[config.mk]
export PLATFORM = sky130hd
export DESIGN_NAME = dsb_link
export DESIGN_NICKNAME = d
export VERILOG_FILES = /design/src/rtl/dsb_pkg.sv /design/src/rtl/dsb_sync2.sv /design/src/rtl/dsb_tx.sv /design/src/rtl/dsb_rx.sv /design/src/rtl/dsb_link.sv
export SDC_FILE = /design/constraint.sdc
export NUM_CORES = 1
export LEC_CHECK = 0
export BUFFER_PORTS_ARGS = -buffer_cell sky130_fd_sc_hd__buf_2
export CORE_AREA = 2 2 117 232
export CTS_CLUSTER_DIAMETER = 100
export DETAILED_ROUTE_END_ITERATION = 16
export DIE_AREA = 0 0 119 234
export PLACE_DENSITY_LB_ADDON = 0.2
export SLEW_MARGIN = 0
export SYNTH_ARGS = -nofsm -noshare
export SYNTH_HDL_FRONTEND = slang
export SYNTH_SLANG_ARGS = --single-unit
export TNS_END_PERCENT = 10
[constraint.sdc]
create_clock -name clk -period 2 [get_ports clk]
set_input_delay 0 -clock clk [delete_from_list [all_inputs] [get_ports clk]]
set_output_delay 0 -clock clk [all_outputs]
set_load 0.03 [all_outputs]
[src/rtl/dsb_pkg.sv]
// Shared state encodings for the dual-edge strobed burst link.
package dsb_pkg;

    typedef enum logic [2:0] {
        TX_IDLE,
        TX_ADDR_REQ,
        TX_ADDR_REL,
        TX_LOAD,
        TX_TOGGLE,
        TX_TERM_MARK,
        TX_TERM_RESTORE,
        TX_TERM_HOLD
    } tx_state_t;

    typedef enum logic [1:0] {
        RX_IDLE,
        RX_ADDR,
        RX_DATA,
        RX_END
    } rx_state_t;

endpackage

[src/rtl/dsb_sync2.sv]
// Two-flop synchronizer for a vector of idle-high bus lines.
// Assumes: each bit is sampled independently; the caller keeps related
// bits stable long enough that equal delay keeps them aligned.
module dsb_sync2 #(
    parameter int W = 1
) (
    input  logic         clk,
    input  logic         rst_n,
    input  logic [W-1:0] din,
    output logic [W-1:0] dout
);
    logic [W-1:0] stage1_q;
    logic [W-1:0] stage2_q;

    // Two register stages, reset to the idle-high bus level.
    always_ff @(posedge clk) begin
        if (!rst_n) begin
            stage1_q <= '1;
            stage2_q <= '1;
        end else begin
            stage1_q <= din;
            stage2_q <= stage1_q;
        end
    end

    assign dout = stage2_q;
endmodule

[src/rtl/dsb_tx.sv]
// Sending end: interlocked header exchange, then one word per strobe
// transition (two clocks per word), then termination that restores the
// strobe high. Assumes the receiver acknowledges the header and that
// beat_data is valid in any cycle where beat_req is high.
module dsb_tx
    import dsb_pkg::*;
#(
    parameter int DATA_W    = 64,
    parameter int ADDR_W    = 48,
    parameter int LEN_W     = 8,
    parameter int TERM_HOLD = 4
) (
    input  logic              clk,
    input  logic              rst_n,
    input  logic              start,
    input  logic [ADDR_W-1:0] start_addr,
    input  logic [LEN_W-1:0]  start_len_m1,
    input  logic [DATA_W-1:0] beat_data,
    output logic              beat_req,
    output logic              busy,
    output logic              bus_as_n,
    output logic              bus_stb_n,
    output logic              bus_term_n,
    output logic [DATA_W-1:0] bus_data_n,
    input  logic              bus_ack_n
);
    localparam int CNT_W  = LEN_W + 1;
    localparam int HOLD_W = (TERM_HOLD > 1) ? $clog2(TERM_HOLD) : 1;

    tx_state_t         state_q;
    logic              stb_q;
    logic              as_q;
    logic              term_q;
    logic [DATA_W-1:0] data_q;
    logic [CNT_W-1:0]  remain_q;
    logic [CNT_W-1:0]  len_q;
    logic [HOLD_W-1:0] hold_q;
    logic              ack_s;
    logic [DATA_W-1:0] hdr_word;

    dsb_sync2 #(.W(1)) u_ack_sync (
        .clk  (clk),
        .rst_n(rst_n),
        .din  (bus_ack_n),
        .dout (ack_s)
    );

    // Header word: address in the low bits, length minus one above it.
    always_comb begin
        hdr_word = '0;
        hdr_word[ADDR_W-1:0]      = start_addr;
        hdr_word[ADDR_W +: LEN_W] = start_len_m1;
    end

    // Phase sequencer driving all bus lines from registers.
    always_ff @(posedge clk) begin
        if (!rst_n) begin
            state_q  <= TX_IDLE;
            stb_q    <= 1'b1;
            as_q     <= 1'b1;
            term_q   <= 1'b1;
            data_q   <= '1;
            remain_q <= '0;
            len_q    <= '0;
            hold_q   <= '0;
        end else begin
            case (state_q)
                TX_IDLE: begin
                    if (start) begin
                        as_q     <= 1'b0;
                        data_q   <= ~hdr_word;
                        remain_q <= CNT_W'(start_len_m1) + CNT_W'(1);
                        len_q    <= CNT_W'(start_len_m1) + CNT_W'(1);
                        state_q  <= TX_ADDR_REQ;
                    end
                end
                TX_ADDR_REQ: begin
                    if (!ack_s) begin
                        as_q    <= 1'b1;
                        data_q  <= '1;
                        state_q <= TX_ADDR_REL;
                    end
                end
                TX_ADDR_REL: begin
                    if (ack_s) begin
                        state_q <= TX_LOAD;
                    end
                end
                TX_LOAD: begin
                    data_q  <= ~beat_data;
                    state_q <= TX_TOGGLE;
                end
                TX_TOGGLE: begin
                    stb_q    <= ~stb_q;
                    remain_q <= remain_q - CNT_W'(1);
                    state_q  <= (remain_q == CNT_W'(1)) ? TX_TERM_MARK : TX_LOAD;
                end
                TX_TERM_MARK: begin
                    term_q  <= 1'b0;
                    state_q <= TX_TERM_RESTORE;
                end
                TX_TERM_RESTORE: begin
                    stb_q   <= 1'b1;
                    data_q  <= '1;
                    hold_q  <= '0;
                    state_q <= TX_TERM_HOLD;
                end
                default: begin
                    if (hold_q == HOLD_W'(TERM_HOLD - 1)) begin
                        term_q  <= 1'b1;
                        state_q <= TX_IDLE;
                    end else begin
                        hold_q <= hold_q + HOLD_W'(1);
                    end
                end
            endcase
        end
    end

    assign beat_req   = (state_q == TX_LOAD);
    assign busy       = (state_q != TX_IDLE);
    assign bus_as_n   = as_q;
    assign bus_stb_n  = stb_q;
    assign bus_term_n = term_q;
    assign bus_data_n = data_q;

    // Checker: independent count of strobe transitions within a burst.
    logic             chk_prev_stb_q;
    logic [CNT_W:0]   chk_edges_q;
    always_ff @(posedge clk) begin
        if (!rst_n) begin
            chk_prev_stb_q <= 1'b1;
            chk_edges_q    <= '0;
        end else begin
            chk_prev_stb_q <= stb_q;
            if (state_q == TX_IDLE)
                chk_edges_q <= '0;
            else if (stb_q != chk_prev_stb_q && term_q)
                chk_edges_q <= chk_edges_q + 1'b1;
        end
    end

    assert_edge_count_R3: assert property (@(posedge clk) disable iff (!rst_n)
        (state_q == TX_TERM_RESTORE) |-> (chk_edges_q == {1'b0, len_q}));

    assert_request_held_R2: assert property (@(posedge clk) disable iff (!rst_n)
        (!as_q && ack_s) |=> !as_q);

    assert_quiet_in_header_R1: assert property (@(posedge clk) disable iff (!rst_n)
        (!as_q) |-> (stb_q && term_q && !beat_req));

    assert_data_setup_R5: assert property (@(posedge clk) disable iff (!rst_n)
        (stb_q != $past(stb_q) && term_q) |-> (data_q == $past(data_q)));

    assert_no_wait_R6: assert property (@(posedge clk) disable iff (!rst_n)
        (beat_req && remain_q > CNT_W'(1)) |=> !beat_req ##1 beat_req);
endmodule

[src/rtl/dsb_rx.sv]
// Receiving end: synchronizes all bus lines with equal delay, answers the
// header exchange, captures one word per strobe transition, and gives a
// done/error verdict when termination is seen. Termination takes priority
// over a strobe transition seen in the same cycle.
module dsb_rx
    import dsb_pkg::*;
#(
    parameter int DATA_W = 64,
    parameter int ADDR_W = 48,
    parameter int LEN_W  = 8
) (
    input  logic              clk,
    input  logic              rst_n,
    input  logic              bus_as_n,
    input  logic              bus_stb_n,
    input  logic              bus_term_n,
    input  logic [DATA_W-1:0] bus_data_n,
    output logic              bus_ack_n,
    output logic [ADDR_W-1:0] hdr_addr,
    output logic [LEN_W-1:0]  hdr_len_m1,
    output logic              hdr_valid,
    output logic              beat_valid,
    output logic [DATA_W-1:0] beat_data,
    output logic              beat_odd,
    output logic              done,
    output logic              err
);
    localparam int CNT_W = LEN_W + 2;
    localparam int SYN_W = DATA_W + 3;

    logic [SYN_W-1:0]  syn_out;
    logic              as_s;
    logic              stb_s;
    logic              term_s;
    logic [DATA_W-1:0] data_s;

    rx_state_t         state_q;
    logic              stb_prev_q;
    logic              ack_q;
    logic [CNT_W-1:0]  cnt_q;
    logic [ADDR_W-1:0] addr_q;
    logic [LEN_W-1:0]  len_q;
    logic              hdr_valid_q;
    logic              beat_valid_q;
    logic [DATA_W-1:0] beat_data_q;
    logic              beat_odd_q;
    logic              done_q;
    logic              err_q;
    logic [CNT_W-1:0]  expect_cnt;

    dsb_sync2 #(.W(SYN_W)) u_bus_sync (
        .clk  (clk),
        .rst_n(rst_n),
        .din  ({bus_term_n, bus_as_n, bus_stb_n, bus_data_n}),
        .dout (syn_out)
    );

    assign {term_s, as_s, stb_s, data_s} = syn_out;
    assign expect_cnt = CNT_W'(len_q) + CNT_W'(1);

    // Phase tracking, word capture and termination verdict.
    always_ff @(posedge clk) begin
        if (!rst_n) begin
            state_q      <= RX_IDLE;
            stb_prev_q   <= 1'b1;
            ack_q        <= 1'b1;
            cnt_q        <= '0;
            addr_q       <= '0;
            len_q        <= '0;
            hdr_valid_q  <= 1'b0;
            beat_valid_q <= 1'b0;
            beat_data_q  <= '0;
            beat_odd_q   <= 1'b0;
            done_q       <= 1'b0;
            err_q        <= 1'b0;
        end else begin
            stb_prev_q   <= stb_s;
            hdr_valid_q  <= 1'b0;
            beat_valid_q <= 1'b0;
            done_q       <= 1'b0;
            err_q        <= 1'b0;
            case (state_q)
                RX_IDLE: begin
                    if (!as_s) begin
                        addr_q      <= ~data_s[ADDR_W-1:0];
                        len_q       <= ~data_s[ADDR_W +: LEN_W];
                        hdr_valid_q <= 1'b1;
                        ack_q       <= 1'b0;
                        state_q     <= RX_ADDR;
                    end
                end
                RX_ADDR: begin
                    if (as_s) begin
                        ack_q   <= 1'b1;
                        cnt_q   <= '0;
                        state_q <= RX_DATA;
                    end
                end
                RX_DATA: begin
                    if (!term_s) begin
                        done_q  <= (cnt_q == expect_cnt);
                        err_q   <= (cnt_q != expect_cnt);
                        state_q <= RX_END;
                    end else if (stb_s != stb_prev_q) begin
                        beat_valid_q <= 1'b1;
                        beat_data_q  <= ~data_s;
                        beat_odd_q   <= ~stb_s;
                        if (cnt_q != '1)
                            cnt_q <= cnt_q + CNT_W'(1);
                    end
                end
                default: begin
                    if (term_s)
                        state_q <= RX_IDLE;
                end
            endcase
        end
    end

    assign bus_ack_n  = ack_q;
    assign hdr_addr   = addr_q;
    assign hdr_len_m1 = len_q;
    assign hdr_valid  = hdr_valid_q;
    assign beat_valid = beat_valid_q;
    assign beat_data  = beat_data_q;
    assign beat_odd   = beat_odd_q;
    assign done       = done_q;
    assign err        = err_q;

    assert_one_verdict_R9: assert property (@(posedge clk) disable iff (!rst_n)
        !(done_q && err_q));

    assert_verdict_pulse_R9: assert property (@(posedge clk) disable iff (!rst_n)
        (done_q || err_q) |=> !(done_q || err_q));

    assert_no_word_in_term_R8: assert property (@(posedge clk) disable iff (!rst_n)
        (state_q == RX_END) |-> !beat_valid_q);

    assert_no_word_before_data_R1: assert property (@(posedge clk) disable iff (!rst_n)
        (!ack_q) |-> !beat_valid_q);
endmodule

[src/rtl/dsb_link.sv]
// Top of the dual-edge strobed burst link: a sending end and a receiving
// end whose bus pins are brought out separately; the bus is wired outside.
module dsb_link #(
    parameter int DATA_W    = 64,
    parameter int ADDR_W    = 48,
    parameter int LEN_W     = 8,
    parameter int TERM_HOLD = 4
) (
    input  logic              clk,
    input  logic              rst_n,
    input  logic              tx_start,
    input  logic [ADDR_W-1:0] tx_addr,
    input  logic [LEN_W-1:0]  tx_len_m1,
    input  logic [DATA_W-1:0] tx_beat_data,
    output logic              tx_beat_req,
    output logic              tx_busy,
    output logic              txo_as_n,
    output logic              txo_stb_n,
    output logic              txo_term_n,
    output logic [DATA_W-1:0] txo_data_n,
    input  logic              txi_ack_n,
    input  logic              rxi_as_n,
    input  logic              rxi_stb_n,
    input  logic              rxi_term_n,
    input  logic [DATA_W-1:0] rxi_data_n,
    output logic              rxo_ack_n,
    output logic [ADDR_W-1:0] rx_addr,
    output logic [LEN_W-1:0]  rx_len_m1,
    output logic              rx_hdr_valid,
    output logic              rx_beat_valid,
    output logic [DATA_W-1:0] rx_beat_data,
    output logic              rx_beat_odd,
    output logic              rx_done,
    output logic              rx_err
);
    dsb_tx #(
        .DATA_W(DATA_W), .ADDR_W(ADDR_W), .LEN_W(LEN_W), .TERM_HOLD(TERM_HOLD)
    ) u_tx (
        .clk         (clk),
        .rst_n       (rst_n),
        .start       (tx_start),
        .start_addr  (tx_addr),
        .start_len_m1(tx_len_m1),
        .beat_data   (tx_beat_data),
        .beat_req    (tx_beat_req),
        .busy        (tx_busy),
        .bus_as_n    (txo_as_n),
        .bus_stb_n   (txo_stb_n),
        .bus_term_n  (txo_term_n),
        .bus_data_n  (txo_data_n),
        .bus_ack_n   (txi_ack_n)
    );

    dsb_rx #(
        .DATA_W(DATA_W), .ADDR_W(ADDR_W), .LEN_W(LEN_W)
    ) u_rx (
        .clk       (clk),
        .rst_n     (rst_n),
        .bus_as_n  (rxi_as_n),
        .bus_stb_n (rxi_stb_n),
        .bus_term_n(rxi_term_n),
        .bus_data_n(rxi_data_n),
        .bus_ack_n (rxo_ack_n),
        .hdr_addr  (rx_addr),
        .hdr_len_m1(rx_len_m1),
        .hdr_valid (rx_hdr_valid),
        .beat_valid(rx_beat_valid),
        .beat_data (rx_beat_data),
        .beat_odd  (rx_beat_odd),
        .done      (rx_done),
        .err       (rx_err)
    );
endmodule

==> results.json <==
{
  "reg2reg_depth": 7,
  "critPathLaunchType": "flip-flop",
  "grt_max_degree": 98,
  "status": "finished, final reports clean",
  "post-place-cells": 2063,
  "synth_nets": 1603,
  "rr_endpoint": "u_rx.cnt_q[3]",
  "rr_startpoint": "u_rx.cnt_q[0]",
  "grt_first_pass_wirelength_um": 59200,
  "worst_path_max_delay_cell": "dfxtp_1",
  "synth_area_leaders": "dfxtp_1 54%, a211oi_1 6.9%, nand2b_1 6.8%, nand2_1 6.2%, mux2i_1 4.5%",
  "core_um2": 26200,
  "setup_ws_ns": 0.125,
  "clkTransAtPathRegs_ns": 0.07,
  "grt_usage_pct": 25.8,
  "grt_pass1_vias": 12200,
  "wirelength_um": 37400,
  "initial_core_util_pct": 50.0,
  "clkLatencyLatePin_ns": 0.56,
  "arrival_ns": 1.88,
  "drv_cap": 0,
  "powerDensity_nw_per_um2": 1120,
  "finalNetCount": 2176,
  "cp.depth": 4,
  "drc": 0,
  "rrSetupSlack_ns": 0.14,
  "maxSlewHeadroom_pct": 54.8,
  "crit_fanout": 65,
  "place_congestion": 0.856,
  "dp_slack_ns": 0.0642,
  "seq_area_frac_synth_pct": 54.4,
  "p_leak_nw": 8.07,
  "cts.repair_timing.setup_buffer_count": 0,
  "io_buffer_count": 385,
  "hpwl_um": 22900,
  "crit_type": "flip-flop to primary output",
  "tritoncts": "done",
  "worst-slew-pin-transition_ns": 0.673,
  "cp_top_family": "buffers and inverters",
  "vias": 12000,
  "setup.worst_path.start": "u_tx.state_q[1]",
  "slowest_delay_ns": 0.45,
  "grt_overflow": 0,
  "async_reset_ff_share_pct": 0,
  "h-tree-depth": 1,
  "ys_seq_elements": 356,
  "numClockSinks": 356,
  "die_h_um": 234,
  "clock_path_buffers": 3,
  "crit_chain": "nand3b_1 > inv_2 > buf_12 > buf_2",
  "final_common_cell": "buf_2",
  "drive_gt1_share_pct": 24.6,
  "final_cells": 2343,
  "synth_top_area_share_pct": 54.4,
  "final_core_util_pct": 71.8,
  "worstSetupEndpointType": "primary output",
  "syn_inst": 1402,
  "max-vdd-ir-drop_v": 0.000793,
  "cts_made_buffers": 30,
  "rows": 84,
  "drtIter0Drc": 551,
  "die_area_um2": 27800,
  "antenna_found_initial": 0,
  "antenna_cells": 0,
  "hold_class": "input port to flip-flop",
  "avgSynthCellArea_um2": 9.34,
  "synth_area_um2": 13100,
  "layout_common_cells": "384 x buf_2, 355 x dfxtp_1, 224 x dlygate4sd3_1, 217 x nand2_1, 144 x nor2_1",
  "crit_path_end": "tx_beat_req",
  "finalPower_w": 0.0211,
  "cts_root_buffer": "clkbuf_16",
  "slew_viol_final": 0,
  "n_fill_cell": 1848,
  "min_period_ns": 1.88,
  "synth_cell_type_count": 61,
  "synth_edf_count": 0,
  "first_pass_iters": 5,
  "avgViaCountPerCell": 5.13,
  "hold_viol_final": 0,
  "crit_required_ns": 2.00,
  "setup_tns_ns": 0,
  "synth-main-ff-cell": "dfxtp_1",
  "wl_per_cell_um": 16.0,
  "yosysTopAreaCell": "dfxtp_1",
  "ant_nets": 0,
  "finalCritPeriodShare_pct": 93.8,
  "ios": 386,
  "syn2layout_area_growth_pct": 43.5,
  "yosys_warnings": 0,
  "fmax_mhz": 533,
  "hold_path.startpoint": "rxi_data_n[46]",
  "die_w_um": 119,
  "skew_ns": 0.0103,
  "setup_violations": 0,
  "critPathBufInv": 3
}
## cells by family after synthesis
logic type,Yosys count,synth area share [%]
AND/OR/NAND/NOR,575,20.6
flip-flops,356,54.4
AO/OA/AOI/OAI,273,14.7
buffers and inverters,114,3.73
multiplexers,60,4.60
XOR/XNOR,14,0.937
adder cells (fa/ha/maj),10,0.956
## power by group
part           leakage, nW  total [W]  internal (W)  switching, W
Sequential            2.92    0.00834       0.00787      0.000475
Combinational         4.64    0.00664       0.00265       0.00399
Clock                0.511    0.00606       0.00340       0.00266
## cell type report
type | count | area [um2] | area share (%)
Sequential cell | 356 | 7130 | 37.9
Timing Repair Buffer | 642 | 4610 | 24.5
Clock buffer | 39 | 845 | 4.49
Multi-Input combinational cell | 932 | 5530 | 29.4
Clock inverter | 17 | 195 | 1.04
Inverter | 13 | 51.3 | 0.273
Tap cell | 344 | 430 | 2.29
## metrics by stage
stage               instance area (um2)  hold WS, ns
global route                      18800        0.159
finish                            18800        0.158
floorplan                         13100        0.101
global placement                  15500        0.180
detailed placement                15500        0.184
CTS                               18800        0.124
## worst min path at each step
stage,depth (start not counted),to
CTS,3,u_rx.u_bus_sync.stage1_q[45]
floorplan,1,u_rx.u_bus_sync.stage1_q[0]
detailed placement,2,u_rx.u_bus_sync.stage1_q[2]
global route,3,u_rx.u_bus_sync.stage1_q[48]
global placement,2,u_rx.u_bus_sync.stage1_q[13]
finish,3,u_rx.u_bus_sync.stage1_q[46]
## what timing repair did
action,in CTS,in global routing
endpoints found under the setup margin,1,12
pin swaps,0,0
gates resized for setup,1,3
endpoints found under the hold margin,191,0
hold buffers,224,0
## metal layers
layer  vias to the layer above  part of all wire, %  GRT usage, %
met3                       101                  5.7          4.45
met2                       453                   54          50.4
met4                         0                  4.2          11.2
li1                       5874                    -             -
met5                         -                    0             0
met1                      5597                   36          26.5
## sequential cells by signal, indices dropped and copies added (netlist names), 2 cells and up
register                  count
u_rx.u_bus_sync.dout         67
u_rx.u_bus_sync.stage1_q     67
u_rx.beat_data               64
u_tx.bus_data_n              64
u_rx.hdr_addr                48
u_rx.cnt_q                   10
u_tx.remain_q                 9
u_rx.hdr_len_m1               8
u_tx.state_q                  3
u_rx.state_q                  2
u_tx.hold_q                   2
## worst register-to-register path: cells and delay by family (launching register included)
family	cells	cell delay (ns)
compound gates	3	0.50
fa+ha+maj	1	0.23
simple gates	2	0.41
buf+inv	1	0.18
flops	1	0.44
## cells in the mapped netlist, types with 10 or more instances
library cell  count
a21o_1           58
nand2_1         217
nand3_1          16
inv_1            12
o21ai_0          26
ha_1             10
nor2_1          145
mux2i_1          59
nor3_1           11
clkbuf_1         62
a211oi_1        120
o22ai_1          10
nand2b_1        143
dfxtp_1         356
a21oi_1          29
buf_2            30
Power figures use the tool's default switching activity.
